===== src/rtl/burst_seq_pkg.sv =====
package burst_seq_pkg;
    localparam int unsigned BEAT_W = 2;

    typedef enum logic {
        ORD_LINEAR = 1'b0,
        ORD_XOR    = 1'b1
    } order_e;
endpackage


===== src/rtl/burst_beat_ctr.sv =====
module burst_beat_ctr #(
    parameter int unsigned BEAT_W = 2
) (
    input  logic              clk,
    input  logic              rst_n,
    input  logic              restart_i,
    input  logic              step_i,
    output logic [BEAT_W-1:0] beat_o
);
    typedef struct packed {
        logic [BEAT_W-1:0] beat;
    } ctr_s;

    ctr_s st_d, st_q;

    always_comb begin
        st_d = st_q;
        if (restart_i) begin
            st_d.beat = '0;
        end else if (step_i) begin
            st_d.beat = st_q.beat + 1'b1;
        end
    end

    always_ff @(posedge clk or negedge rst_n) begin
        if (!rst_n) begin
            st_q <= '0;
        end else begin
            st_q <= st_d;
        end
    end

    assign beat_o = st_q.beat;
endmodule


===== src/rtl/burst_order_map.sv =====
module burst_order_map #(
    parameter int unsigned BEAT_W = 2
) (
    input  logic [BEAT_W-1:0]    start_i,
    input  logic [BEAT_W-1:0]    beat_i,
    input  burst_seq_pkg::order_e order_i,
    output logic [BEAT_W-1:0]    low_o
);
    logic [BEAT_W-1:0] xor_pos;
    logic [BEAT_W-1:0] lin_pos;
    logic [BEAT_W:0]   carry;

    assign carry[0] = 1'b0;

    for (genvar i = 0; i < BEAT_W; i++) begin : g_bit
        assign xor_pos[i]  = start_i[i] ^ beat_i[i];
        assign lin_pos[i]  = start_i[i] ^ beat_i[i] ^ carry[i];
        assign carry[i+1]  = (start_i[i] & beat_i[i]) | (carry[i] & (start_i[i] ^ beat_i[i]));
    end

    always_comb begin
        if (order_i == burst_seq_pkg::ORD_XOR) begin
            low_o = xor_pos;
        end else begin
            low_o = lin_pos;
        end
    end
endmodule


===== src/rtl/burst_addr_gen.sv =====
module burst_addr_gen #(
    parameter int unsigned ADDR_W = 17
) (
    input  logic              clk,
    input  logic              rst_n,
    input  logic              load_i,
    input  logic [ADDR_W-1:0] start_addr_i,
    input  logic              adv_n_i,
    input  logic              mode_i,
    output logic [ADDR_W-1:0] addr_o
);
    import burst_seq_pkg::*;

    localparam int unsigned LO_W = BEAT_W;
    localparam int unsigned HI_W = ADDR_W - LO_W;

    typedef struct packed {
        logic [HI_W-1:0] base_hi;
        logic [LO_W-1:0] base_lo;
        order_e          order;
    } base_s;

    base_s st_d, st_q;

    logic            step;
    logic [LO_W-1:0] beat;
    logic [LO_W-1:0] low;

    // A load takes priority over an advance on the same edge.
    assign step = !load_i && !adv_n_i;

    always_comb begin
        st_d = st_q;
        if (load_i) begin
            st_d.base_hi = start_addr_i[ADDR_W-1:LO_W];
            st_d.base_lo = start_addr_i[LO_W-1:0];
            st_d.order   = order_e'(mode_i);
        end
    end

    always_ff @(posedge clk or negedge rst_n) begin
        if (!rst_n) begin
            st_q.base_hi <= '0;
            st_q.base_lo <= '0;
            st_q.order   <= ORD_XOR;
        end else begin
            st_q <= st_d;
        end
    end

    burst_beat_ctr #(.BEAT_W(LO_W)) u_beat (
        .clk       (clk),
        .rst_n     (rst_n),
        .restart_i (load_i),
        .step_i    (step),
        .beat_o    (beat)
    );

    burst_order_map #(.BEAT_W(LO_W)) u_map (
        .start_i (st_q.base_lo),
        .beat_i  (beat),
        .order_i (st_q.order),
        .low_o   (low)
    );

    assign addr_o = {st_q.base_hi, low};
endmodule


===== config.mk =====
export PLATFORM = sky130hd
export DESIGN_NAME = burst_addr_gen
export DESIGN_NICKNAME = d
export VERILOG_FILES = /design/src/rtl/burst_seq_pkg.sv /design/src/rtl/burst_beat_ctr.sv /design/src/rtl/burst_order_map.sv /design/src/rtl/burst_addr_gen.sv
export SDC_FILE = /design/constraint.sdc
export NUM_CORES = 1
export LEC_CHECK = 0
export ABC_AREA = 1
export BUFFER_PORTS_ARGS = -buffer_cell sky130_fd_sc_hd__buf_2
export CAP_MARGIN = 25
export CORE_MARGIN = 1
export CORE_UTILIZATION = 46
export DETAILED_ROUTE_END_ITERATION = 12
export PLACE_DENSITY = 0.8
export SLEW_MARGIN = 20
export SYNTH_ARGS = -nofsm -noshare
export SYNTH_HDL_FRONTEND = slang
export SYNTH_SLANG_ARGS = --single-unit

===== constraint.sdc =====
create_clock -name clk -period 1.03 [get_ports clk]
set_input_delay 0.0515 -clock clk [delete_from_list [all_inputs] [get_ports clk]]
set_output_delay 0.0515 -clock clk [all_outputs]
set_load 0.05 [all_outputs]

==> results.sh <==
export IMPL_ys_flop_type="dfrtp_1"
export IMPL_fillers=156
export IMPL_cts_sinks=20
export IMPL_dr_total_vias=844
export IMPL_synth_area_um2=933.4
export IMPL_synth_top_area_frac=0.5094
export IMPL_syn_num_nets=137
export IMPL_max_cap_violations=0
export IMPL_grt_ovfl_total=0
export IMPL_relSlewSlack=0.7166
export IMPL_clk_pin_slew_ns=0.11
export IMPL_htreeDepth=1
export IMPL_num_io_pins=39
export IMPL_power_density_nw_per_um2=1410
export IMPL_pre_cts_slack_ns=-0.1164
export IMPL_synth_seq_cells=20
export IMPL_clock_latency_ns=0.28
export IMPL_final_cells=186
export IMPL_drc=0
export IMPL_antenna_found_initial=0
export IMPL_synthTopCellsByCount="58 x nand2_1, 19 x dfrtp_1, 16 x buf_4, 6 x inv_1, 4 x nor2_1"
export IMPL_final_nets=185
export IMPL_start_util=0.5127
export IMPL_coreArea_um2=1821
export IMPL_postLayoutCellArea_um2=1309
export IMPL_syn_inst=114
export IMPL_crit_arrival_ns=1.34
export IMPL_drt_iter0_drc=11
export IMPL_finalCriticalPeriod_ns=1.391
export IMPL_drive_above_1_share=0.3043
export IMPL_gp_congestion=0.6511
export IMPL_clk_path_buf_depth=2
export IMPL_end_kind="primary output"
export IMPL_cp_start_kind="register"
export IMPL_grt_pass1_vias=804
export IMPL_final_hold_violation_count=0
export IMPL_final_antenna_net_count=0
export IMPL_row_count=15
export IMPL_die_height_um=47.05
export IMPL_dp_final_hpwl_um=1166
export IMPL_fin_util=0.7189
export IMPL_cts_tree="built"
export IMPL_finalPower_uw=1846
export IMPL_dr_pass1_iters=4
export IMPL_die_x_um=47.05
export IMPL_clock_skew_ns=0.000002831
export IMPL_vias_per_cell=4.538
export IMPL_required_ns=0.98
export IMPL_totalWireLength_um=1923
export IMPL_ys_types=12
export IMPL_vdd_ir_drop_worst_v=0.001097
export IMPL_cts_made_buffers=3
export IMPL_wire_per_inst_um=10.34
export IMPL_tightest_slew_ns=0.4251
export IMPL_critPathKind="register to primary output"
export IMPL_crit_fanout=2
export IMPL_hold_path_class="primary input to register"
export IMPL_antenna_diode_count=0
export IMPL_cts_root_buf="clkbuf_4"
export IMPL_maxSlewViolCount=0
export IMPL_yosysTopAreaCell="dfrtp_1"
export IMPL_die_area_um2=2213
export IMPL_dp_cells=161
export IMPL_port_buffers=38
export IMPL_setup_ws_ns=-0.3613
export IMPL_p_leak_uw=0.0007222
export IMPL_finalSetupViolCount=2
export IMPL_async_reset_ff_frac=1.000
export IMPL_ys_seq_area_frac=0.5375
export IMPL_violations="setup timing"
export IMPL_avgSynthCellArea_um2=8.188
export IMPL_finalCritPeriodShare=1.351
export IMPL_synthToLayoutAreaGrowth_pct=40.22
export IMPL_ys_warn_count=0
export IMPL_synth_edf_count=0
export IMPL_rsz0062_at_grt="yes"
export IMPL_yosysMostFrequentCell="nand2_1"
export IMPL_track_usage=0.2107
export IMPL_place_area_um2=1046
export IMPL_synth_area_top_cells="dfrtp_1 51%, nand2_1 23%, buf_4 13%"
export IMPL_grt_pass1_wl_um=3201
export IMPL_max_freq_mhz=718.8
export IMPL_grt_start_max_net_pins=21
export IMPL_outcome="complete, but fails checks"
[final timing paths]
path                                              startpoint                      endpoint  slack [ns]  cells past startpoint
max in group asynchronous                              rst_n           st_q[0]$_DFFE_PN1P_        0.47                      2
worst min register to register         addr_o[5]$_DFFE_PN0P_         addr_o[5]$_DFFE_PN0P_        0.47                      2
worst max register to register  u_beat.beat_o[0]$_DFFE_PN0P_  u_beat.beat_o[1]$_DFFE_PN0P_        0.14                      5
min in group asynchronous                              rst_n         addr_o[9]$_DFFE_PN0P_        0.23                      2
worst max-delay path                     st_q[1]$_DFFE_PN0P_                     addr_o[1]       -0.36                      7
worst min-delay path                                  load_i         addr_o[9]$_DFFE_PN0P_        0.13                      4
[where the power goes]
group          switching, uW  internal [uW]  total (uW)
sequential              38.2            855         893
combinational            382            204         586
clock                    217            150         367
total                    637           1210        1850
[through the flow]
step	TNS (ns)	hold WS [ns]
2_1_floorplan	-0.02474	-0.2441
3_3_place_gp	-0.07681	0.01267
3_5_place_dp	-0.1164	0.01699
4_1_cts	-0.5347	0.1320
5_1_grt	-0.6212	0.1450
6_report	-0.5116	0.1348
[placed cells by master, fill, tap and decap left out, drive strengths merged]
master	Yosys	final
clkinvlp	0	1
inv	7	6
a21oi	1	1
nor2	4	4
dfstp	1	1
o21ai	3	3
clkbuf	0	4
dfrtp	19	19
nand2	58	58
buf	18	41
nand3	2	2
dlygate4sd3	0	20
ha	1	1
[cells by family (layout without fill, tap and decap cells)]
| kind of cell | Yosys count | after routing | synth area share |
|---|---|---|---|
| buffers and inverters | 25 | 72 | 0.1676 |
| DFF | 20 | 20 | 0.5375 |
| AOI/OAI and AO/OA | 4 | 4 | 0.02144 |
| adders and majority gates | 1 | 1 | 0.01340 |
| and+or+nand+nor | 64 | 64 | 0.2601 |
[registers in the layout (all words and copies together) (netlist names)]
name / cells
addr_o: 15
st_q: 3
u_beat.beat_o: 2
[layer usage]
layer  vias to the layer above  global-route usage  routed length (um)
li1                        421                   -                   -
met1                       398              0.2203                 757
met2                        21              0.3861                1068
met3                         4             0.05385                  71
met4                         0              0.1086                  26
met5                         -                   0                   0
[repair_timing]
| action | CTS | global route |
|---|---|---|
| pin swaps | 2 | 0 |
| endpoints found under the setup margin | 2 | 2 |
| setup buffers | 1 | 0 |
| resized for setup | 7 | 0 |
| hold buffers | 20 | 0 |
| hold endpoints to repair | 38 | 0 |
[critical path: stages, from the launching register on]
cell	delay [ns]
dfrtp_1	0.40
ha_4	0.15
inv_1	0.04
nor2_1	0.08
nand3_1	0.09
nand2_2	0.08
clkinvlp_4	0.07
buf_6	0.14
[cell type report]
class | count | area (um2) | area share
sequential | 20 | 501.7 | 0.3834
timing repair buffer | 61 | 429.2 | 0.3279
multi-input combinational | 69 | 290.3 | 0.2218
tap | 25 | 31.28 | 0.02390
inverter | 7 | 30.03 | 0.02294
clock buffer | 4 | 26.28 | 0.02008
(Power assumes the default switching activity.)
